## src/rtl/jmpx_pkg.sv

```systemverilog
// Package: shared step encoding for the indexed indirect jump sequencer.
// Assumes one step per clock; ST_IDLE means no sequence in flight.
package jmpx_pkg;
    typedef enum logic [2:0] {
        ST_IDLE  = 3'd0,
        ST_OPLO  = 3'd1,
        ST_OPHI  = 3'd2,
        ST_PTRHI = 3'd3,
        ST_TGTLO = 3'd4,
        ST_TGTHI = 3'd5,
        ST_FETCH = 3'd6
    } step_e;
endpackage

```

## src/rtl/jmpx_byte_add.sv

```systemverilog
// Module: byte-wide adder with carry in and carry out.
// Assumes unsigned operands; purely combinational.
module jmpx_byte_add #(
    parameter int W = 8
) (
    input  logic [W-1:0] a,
    input  logic [W-1:0] b,
    input  logic         cin,
    output logic [W-1:0] sum,
    output logic         cout
);
    // Single ripple-free add; carry out taken from the extra bit.
    always_comb begin
        {cout, sum} = {1'b0, a} + {1'b0, b} + {{W{1'b0}}, cin};
    end
endmodule

```

## src/rtl/jmpx_addr_inc.sv

```systemverilog
// Module: full-width single-cycle incrementer for bus addresses.
// Assumes wrap modulo 2^W; purely combinational.
module jmpx_addr_inc #(
    parameter int W = 16
) (
    input  logic [W-1:0] addr_in,
    output logic [W-1:0] addr_out
);
    localparam logic [W-1:0] ONE = {{(W-1){1'b0}}, 1'b1};
    // Add one across the whole word in one cycle.
    always_comb begin
        addr_out = addr_in + ONE;
    end
endmodule

```

## src/rtl/jmpx_ctrl.sv

```systemverilog
// Module: fixed six-step controller for the indexed indirect jump.
// Assumes op_match is already decoded; no branch depends on data.
module jmpx_ctrl
    import jmpx_pkg::*;
(
    input  logic  clk,
    input  logic  rst_n,
    input  logic  op_valid,
    input  logic  op_match,
    output step_e step,
    output logic  accept,
    output logic  busy,
    output logic  done
);
    // Decode status from the current step.
    always_comb begin
        busy   = (step != ST_IDLE);
        done   = (step == ST_FETCH);
        accept = (step == ST_IDLE) && op_valid && op_match;
    end

    // Advance one step per cycle; idle waits for a matching opcode.
    always_ff @(posedge clk) begin
        if (!rst_n) begin
            step <= ST_IDLE;
        end else begin
            unique case (step)
                ST_IDLE:  step <= accept ? ST_OPLO : ST_IDLE;
                ST_OPLO:  step <= ST_OPHI;
                ST_OPHI:  step <= ST_PTRHI;
                ST_PTRHI: step <= ST_TGTLO;
                ST_TGTLO: step <= ST_TGTHI;
                ST_TGTHI: step <= ST_FETCH;
                ST_FETCH: step <= ST_IDLE;
                default:  step <= ST_IDLE;
            endcase
        end
    end
endmodule

```

## src/rtl/jmpx_datapath.sv

```systemverilog
// Module: registers, bus address mux and arithmetic for the jump.
// Assumes read data is valid in the same cycle as the registered address.
module jmpx_datapath
    import jmpx_pkg::*;
#(
    parameter int DATA_W = 8
) (
    input  logic                  clk,
    input  logic                  rst_n,
    input  step_e                 step,
    input  logic                  accept,
    input  logic [2*DATA_W-1:0]   pc_in,
    input  logic [DATA_W-1:0]     ir_in,
    input  logic [DATA_W-1:0]     x_reg,
    input  logic [DATA_W-1:0]     mem_rdata,
    output logic [2*DATA_W-1:0]   mem_addr,
    output logic                  mem_rd,
    output logic [2*DATA_W-1:0]   pc,
    output logic [DATA_W-1:0]     ir
);
    localparam int ADDR_W = 2 * DATA_W;

    logic [DATA_W-1:0] hold_b;
    logic              int_carry;
    logic [DATA_W-1:0] dp_lo;
    logic [DATA_W-1:0] dp_hi;
    logic [ADDR_W-1:0] bus_next;
    logic [DATA_W-1:0] add_rhs;
    logic              add_cin;
    logic [DATA_W-1:0] add_sum;
    logic              add_cout;

    // Bus address: data pointer in the final fetch, otherwise PC.
    always_comb begin
        mem_addr = (step == ST_FETCH) ? {dp_hi, dp_lo} : pc;
        mem_rd   = step inside {ST_OPLO, ST_OPHI, ST_TGTLO, ST_TGTHI, ST_FETCH};
    end

    // Adder operand select: X in step 2, latched carry in step 3.
    always_comb begin
        add_rhs = (step == ST_OPHI) ? x_reg : '0;
        add_cin = (step == ST_PTRHI) ? int_carry : 1'b0;
    end

    jmpx_byte_add #(.W(DATA_W)) u_add (
        .a    (hold_b),
        .b    (add_rhs),
        .cin  (add_cin),
        .sum  (add_sum),
        .cout (add_cout)
    );

    jmpx_addr_inc #(.W(ADDR_W)) u_inc (
        .addr_in  (mem_addr),
        .addr_out (bus_next)
    );

    // Program counter: load, bus increment, or byte-wise pointer build.
    always_ff @(posedge clk) begin
        if (!rst_n) begin
            pc <= '0;
        end else if (accept) begin
            pc <= pc_in;
        end else begin
            unique case (step)
                ST_OPLO, ST_TGTLO, ST_FETCH: pc <= bus_next;
                ST_OPHI:  pc <= {pc[ADDR_W-1:DATA_W], add_sum};
                ST_PTRHI: pc <= {add_sum, pc[DATA_W-1:0]};
                default:  pc <= pc;
            endcase
        end
    end

    // Instruction register: opcode on accept, next opcode in step 6.
    always_ff @(posedge clk) begin
        if (!rst_n) begin
            ir <= '0;
        end else if (accept) begin
            ir <= ir_in;
        end else if (step == ST_FETCH) begin
            ir <= mem_rdata;
        end
    end

    // Holding byte and internal carry for the operand add.
    always_ff @(posedge clk) begin
        if (!rst_n) begin
            hold_b    <= '0;
            int_carry <= 1'b0;
        end else begin
            if (step == ST_OPLO || step == ST_OPHI) hold_b <= mem_rdata;
            if (step == ST_OPHI) int_carry <= add_cout;
        end
    end

    // Data pointer bytes captured from the pointer reads.
    always_ff @(posedge clk) begin
        if (!rst_n) begin
            dp_lo <= '0;
            dp_hi <= '0;
        end else begin
            if (step == ST_TGTLO) dp_lo <= mem_rdata;
            if (step == ST_TGTHI) dp_hi <= mem_rdata;
        end
    end
endmodule

```

## src/rtl/jmpx_seq.sv

```systemverilog
// Module: top of the indexed indirect jump sequencer.
// Assumes the opcode has been fetched when op_valid is high; other
// opcodes, interrupts and writes are handled elsewhere.
module jmpx_seq #(
    parameter int                DATA_W = 8,
    parameter logic [DATA_W-1:0] OPCODE = 8'h7C
) (
    input  logic                clk,
    input  logic                rst_n,
    input  logic                op_valid,
    input  logic [DATA_W-1:0]   ir_in,
    input  logic [2*DATA_W-1:0] pc_in,
    input  logic [DATA_W-1:0]   x_reg,
    output logic [2*DATA_W-1:0] mem_addr,
    output logic                mem_rd,
    input  logic [DATA_W-1:0]   mem_rdata,
    output logic [2*DATA_W-1:0] pc,
    output logic [DATA_W-1:0]   ir,
    output logic                busy,
    output logic                done
);
    import jmpx_pkg::*;

    step_e step;
    logic  accept;
    logic  op_match;

    // Opcode decode for the trigger.
    always_comb begin
        op_match = (ir_in == OPCODE);
    end

    jmpx_ctrl u_ctrl (
        .clk      (clk),
        .rst_n    (rst_n),
        .op_valid (op_valid),
        .op_match (op_match),
        .step     (step),
        .accept   (accept),
        .busy     (busy),
        .done     (done)
    );

    jmpx_datapath #(.DATA_W(DATA_W)) u_dp (
        .clk       (clk),
        .rst_n     (rst_n),
        .step      (step),
        .accept    (accept),
        .pc_in     (pc_in),
        .ir_in     (ir_in),
        .x_reg     (x_reg),
        .mem_rdata (mem_rdata),
        .mem_addr  (mem_addr),
        .mem_rd    (mem_rd),
        .pc        (pc),
        .ir        (ir)
    );
endmodule

```

## config.mk

```make
export PLATFORM = sky130hd
export DESIGN_NAME = jmpx_seq
export DESIGN_NICKNAME = d
export VERILOG_FILES = /design/src/rtl/jmpx_pkg.sv /design/src/rtl/jmpx_byte_add.sv /design/src/rtl/jmpx_addr_inc.sv /design/src/rtl/jmpx_ctrl.sv /design/src/rtl/jmpx_datapath.sv /design/src/rtl/jmpx_seq.sv
export SDC_FILE = /design/constraint.sdc
export NUM_CORES = 1
export LEC_CHECK = 0
export ABC_CLOCK_PERIOD_IN_PS = 5400
export CORE_UTILIZATION = 40
export CTS_CLUSTER_SIZE = 12
export DETAILED_ROUTE_END_ITERATION = 10
export GPL_ROUTABILITY_DRIVEN = 0
export HOLD_SLACK_MARGIN = 0.1
export PLACE_DENSITY = 0.67
export SYNTH_ARGS = -nofsm -noshare
export SYNTH_HDL_FRONTEND = slang
export SYNTH_SLANG_ARGS = --single-unit
```

## constraint.sdc

```tcl
create_clock -name clk -period 5.4 [get_ports clk]
set_input_delay 1.08 -clock clk [delete_from_list [all_inputs] [get_ports clk]]
set_output_delay 1.08 -clock clk [all_outputs]
set_load 0.05 [all_outputs]
```

==> results of run 1 <==
report_power, final:
group | switching, W | internal [W]
clock network | 0.000144 | 0.0000925
registers | 0.00000152 | 0.000384
logic | 0.0000267 | 0.0000339
total | 0.000172 | 0.000511
stage by stage:
step	worst slack [ns]	hold WS, ns	power [W]
2_1_floorplan	1.875	0.4365	0.0004123
3_3_place_gp	1.250	0.4528	0.0004549
3_5_place_dp	1.148	0.4537	0.0004548
4_1_cts	0.7983	0.4743	0.0006899
5_1_grt	0.5822	0.4886	0.0007050
6_report	0.7763	0.4734	0.0006826
layout make-up:
type,count,area (µm²)
clock inverters,3,21.27
multi-input cells,359,2146
repair buffers,86,858.3
fillers,810,3857
clock buffers,5,68.82
flip-flops and latches,52,1041
inverters,13,51.30
well taps,105,131.4
logic make-up after synthesis:
logic type | count (synthesis) | synth area share
and+or+nand+nor | 206 | 0.2878
AOI/OAI and AO/OA | 112 | 0.2206
DFF | 52 | 0.3106
buffers and inverters | 40 | 0.04927
xor gates and xnor gates | 17 | 0.04442
muxes | 14 | 0.04554
adders and majority gates | 10 | 0.04181
flip-flops by register name, indices dropped and copies added, names as in the netlist:
name and cells:
u_dp.pc 16, u_dp.dp_hi 8, u_dp.dp_lo 8, u_dp.hold_b 8, u_dp.ir 8, u_ctrl.step 3, u_dp.int_carry 1
cell usage after synthesis, drive strengths merged, types with 2 or more instances:
cell	count
a2111oi	4
a211oi	4
a21oi	35
a221oi	5
a311oi	3
a31oi	10
and2	2
and3	11
buf	7
clkbuf	20
dfxtp	52
fa	2
ha	8
inv	13
mux2i	13
nand2	93
nand2b	4
nand3	13
nand4	5
nor2	38
nor2b	5
nor3	10
nor4	3
o2111ai	2
o211ai	5
o21a	3
o21ai	30
o221ai	3
o22ai	2
or2	6
or3	8
xnor2	10
xor2	7
per-layer routing:
metal	up-vias	part of all wire	routed length (µm)
met4	0	0.026	279
met3	23	0.072	762
met1	1653	0.46	4925
li1	1728	-	-
met5	-	0	0
met2	157	0.44	4684
critical path, cell delays in order, from the launching register on:
cell and delay (ns):
dfxtp_1 0.95, nand3b_4 0.46, inv_4 0.44, mux2i_1 0.57, inv_2 0.07, clkdlybuf4s50_1 0.72
how the worst max path moves through the flow:
stage,from,end,slack (ns),cells after the start
floorplan,u_ctrl.step[2],u_dp.pc[1],1.88,13
global placement,u_ctrl.step[1],mem_addr[6],1.25,5
detailed placement,u_ctrl.step[1],mem_addr[6],1.15,5
CTS,u_ctrl.step[1],mem_addr[6],0.80,5
global route,u_ctrl.step[1],mem_addr[6],0.58,5
finish,u_ctrl.step[1],mem_addr[6],0.78,5
==> run metrics, run 1 <==
layout cell share with drive strength beyond 1=0.04826; hpwl dp=7957 µm; Layout Utilization=0.5282; reg2reg start=u_ctrl.step[1]; post-synth top area share=0.3106; M2 GR Usage=0.3971; VDD IR max=0.0001188 V; Power Density=158.1 nW/µm²; Die Y=93.54 µm; fraction of registers with async set/reset=0; PortBufs=85; worst clock skew=0.008943 ns; Initial DRC Count=277; commonest non-fill, non-tap cells in the layout=nand2_1 (93), clkdlybuf4s50_1 (85), dfxtp_1 (52); clk buf depth=2; # rows=33; hold path start=u_dp.ir[1]; min cycle time layout=4.624 ns; Worst R2R End=u_dp.pc[14]; hold buffer count at cts=0; Worst Path Arrival=3.54 ns; Num Clock Sinks=52; first-pass GRT wire length=17060 µm; later-pin clock latency in the skew report=0.31 ns; Root Buffer=clkbuf_8; commonest non-fill, non-tap cell in the layout=nand2_1; ys flop type=dfxtp_1; post-synthesis cell type count=61; EDFF count, synth=0; Die ar.=8750 µm²; synthesized area=3352 µm²; RSZ-0062 raised after global routing=no; antenna violations before repair=0; Crit. End Element=primary output; top cells by area, synth=dfxtp_1 (31%), nand2_1 (10%), a21oi_1 (4.9%), nor2_1 (4.3%), mux2i_1 (3.9%); Achievable Freq=0.2163 GHz; Cells after Synth=451; Initial Utilization=0.4100; Worst Path Required=4.32 ns; mean area per synthesized cell=7.432 µm²; Ports=86; HP Class=reg2reg; Placed Area=4228 µm²; final count of pins violating max slew=0; post-route design area=4318 µm²; Net count, final=570; Sum Neg Setup Slack=0 ns; Max-slew headroom=0.3328; setup violators final=0; placed cell count=615; Critical Setup Path Class=reg2out; routed len/inst=17.10 µm; Critical Path Start Type=flip-flop; Slew @ Worst Pin=0.9971 ns; routed vias/inst=5.716; Cell Count, Final, Fillers Out=623; GR peak layer=met2; yosys warns=0; sequential share of the synthesized area=0.3106; hold depth=2; Final Cycle Share=0.8562; core area=8175 µm²; Worst Hold End=u_dp.ir[1]; Max Cap Viol=0; Die X=93.54 µm; post-CTS resize count=0; R2R Setup Slk=1.66 ns; ANT nets after route=0; met3 track demand over resource=0.04472; htree depth=2; final wirelength=10650 µm; GRT overflow=0; Ant. Diodes=0; Yosys top cell by area=dfxtp_1; CTS tree=done; iteration count of the initial detailed-routing pass=5; Leak=1.635 nW; vias in the first global route=3293; Total GRT Usage=0.2509; clock slew at reported path FFs=0.10 ns; Area growth syn-to-layout=28.82%; largest net degree at the start of global routing=37; post-CTS setup buffers=0; Synth Net Count=504; CTS Buf Count=5; Final Hold Fails=0; status=finished, final reports clean; total number of vias=3561; FF+latch count, synth=52; Reg2Reg Depth=12; grt met1 use=0.3426; Crit Path Max Fanout=36; DR DRC count=0
(Power assumes the default switching activity.)
==> run 2, diff against run 1 <==
--- a/config.mk
+++ b/config.mk
@@ -10,7 +10,6 @@
 export CTS_CLUSTER_SIZE = 12
 export DETAILED_ROUTE_END_ITERATION = 10
 export GPL_ROUTABILITY_DRIVEN = 0
-export HOLD_SLACK_MARGIN = 0.1
 export PLACE_DENSITY = 0.67
 export SYNTH_ARGS = -nofsm -noshare
 export SYNTH_HDL_FRONTEND = slang
==> results of run 2 <==
Same layout as run 1: the final DEF is identical, and so are final timing and power.
==> run 3, diff against run 2 <==
--- a/config.mk
+++ b/config.mk
@@ -5,7 +5,7 @@
 export SDC_FILE = /design/constraint.sdc
 export NUM_CORES = 1
 export LEC_CHECK = 0
-export ABC_CLOCK_PERIOD_IN_PS = 5400
+export ABC_CLOCK_PERIOD_IN_PS = 5520
 export CORE_UTILIZATION = 40
 export CTS_CLUSTER_SIZE = 12
 export DETAILED_ROUTE_END_ITERATION = 10
==> constraint.sdc (replaced) <==
create_clock -name clk -period 5.52 [get_ports clk]
set_input_delay 1.104 -clock clk [delete_from_list [all_inputs] [get_ports clk]]
set_output_delay 1.104 -clock clk [all_outputs]
set_load 0.05 [all_outputs]
==> run 3 against run 2 <==
Compared with the run above: sequential power down 2%; via count about the same; register-to-register slack improved by 0.16 ns; largest cell class unchanged; critical path type unchanged; critical path depth unchanged; core utilization unchanged; cell count did not move.
==> run metrics, run 3 (synthesis results as in run 1) <==
status=finished, final reports clean; Num Clock Sinks=52; DR DRC count=0; Critical Path Start Type=flip-flop; Ports=86; vias in the first global route=3261; hpwl dp=7961 µm; Net Sw Power=0.0001700 W; routed vias/inst=5.717; Root Buffer=clkbuf_8; largest net degree at the start of global routing=37; Slew @ Worst Pin=0.9642 ns; final count of pins violating max slew=0; worst stage delay on the critical path=0.95 ns; routed len/inst=17.26 µm; max reg flops=16; Die Y=93.54 µm; commonest non-fill, non-tap cells in the layout=nand2_1 (93), clkdlybuf4s50_1 (85), dfxtp_1 (52); Total GRT Usage=0.2528; layout cell share with drive strength beyond 1=0.04826; Critical Setup Path Class=reg2out; later-pin clock latency in the skew report=0.32 ns; WL met3=877 µm; post-CTS resize count=0; CTS tree=done; min cycle time layout=4.681 ns; setup violators final=0; Ant. Diodes=0; Max Cap Viol=0; Final Cycle Share=0.8480; internal power=0.0004995 W; Initial Utilization=0.4100; first-pass GRT wire length=16980 µm; clk buf depth=2; Initial DRC Count=288; Max-slew headroom=0.3572; Achievable Freq=0.2136 GHz; Layout Utilization=0.5282; reg2reg start=u_ctrl.step[1]; fillcell total=812; PortBufs=85; RSZ-0062 raised after global routing=no; clock slew at reported path FFs=0.11 ns; Net count, final=570; critical path cell sequence=nand3b_4 > inv_4 > mux2i_1 > inv_2 > clkdlybuf4s50_1; CTS Buf Count=5; Clk pwr share=0.348; Area growth syn-to-layout=28.82%; VDD IR max=0.0001077 V; core area=8175 µm²; Seq pwr share=0.564; htree depth=2; post-CTS setup buffers=0; Worst Path Arrival=3.58 ns; Design Power=0.0006695 W; Biggest register=u_dp.pc; Die ar.=8750 µm²; CP max stage cell=dfxtp_1; final wirelength=10750 µm; HP Class=reg2reg; Metal-1 WL=4930 µm; ANT nets after route=0; Critical path origin=u_ctrl.step[1]; Sw Ratio=0.2539; Sum Neg Setup Slack=0 ns; # rows=33; GRT overflow=0; met2 WL=4669 µm; Die X=93.54 µm; hold buffer count at cts=0; CP Buf/Inv Count=3; worst clock skew=0.008301 ns; Crit. End Element=primary output; Worst Path Required=4.42 ns; antenna violations before repair=0; Final Hold Fails=0; hold path start=u_dp.ir[1]; Power Density=155.1 nW/µm²; commonest non-fill, non-tap cell in the layout=nand2_1; iteration count of the initial detailed-routing pass=5; Gate power share=0.089; Top Family by Delay on Critical Path=buffers and inverters; Crit Path Max Fanout=36; total number of vias=3562; Leak=1.635 nW; Top Layer Used=met4
==> run 3: path summary, 6_finish.rpt <==
| path | endpoint | slack, ns | depth (start not counted) |
|---|---|---|---|
| max | mem_addr[6] | 0.84 | 5 |
| min | u_dp.ir[1] | 0.47 | 2 |
| max reg2reg | u_dp.pc[4] | 1.82 | 12 |
| min reg2reg | u_dp.ir[1] | 0.47 | 2 |
==> run 3: routing by layer <==
metal  vias up  track usage
met5         -            0
met4         0      0.08846
met3        21      0.03821
met2       184       0.3928
met1      1635       0.3541
li1       1722            -
==> run 3: power groups by stage <==
stage          Sequential [W]  Combinational [W]  Clock (W)
4_1_cts              0.000377          0.0000593   0.000238
3_5_place_dp         0.000386          0.0000589          0
5_1_grt              0.000378          0.0000629   0.000252
3_3_place_gp         0.000386          0.0000589          0
6_report             0.000377          0.0000593   0.000233
2_1_floorplan        0.000388          0.0000151          0
==> run 3: worst register-to-register path: stages, from the launching register on <==
cell      delay [ns]
dfxtp_1         0.95
nand2b_1        0.28
nor2_1          0.34
nand2_1         0.13
fa_1            0.43
inv_1           0.09
fa_1            0.23
a21o_1          0.13
a21oi_1         0.07
xor2_1          0.48
a21oi_1         0.14
o21ai_0         0.23
a221oi_1        0.10
==> run 3: area by class of cell <==
class                           instances  area, µm²  share of cell area
Tap cell                              105      131.4             0.03043
Inverter                               13      51.30             0.01188
Clock inverter                          3      21.27            0.004926
Multi-Input combinational cell        359       2146              0.4970
Timing Repair Buffer                   86      858.3              0.1988
Clock buffer                            5      68.82             0.01594
Sequential cell                        52       1041              0.2411
==> run 3: stage by stage <==
| stage | std cells | setup WS, ns | hold WS (ns) | instance area, µm² |
|---|---|---|---|---|
| after global routing | 623 | 0.6423 | 0.4874 | 4318 |
| after detailed placement | 615 | 1.249 | 0.4537 | 4228 |
| after global placement | 615 | 1.346 | 0.4528 | 4228 |
| after floorplan | 451 | 1.995 | 0.4365 | 3352 |
| final | 623 | 0.8391 | 0.4716 | 4318 |
| after CTS | 623 | 0.8880 | 0.4729 | 4318 |
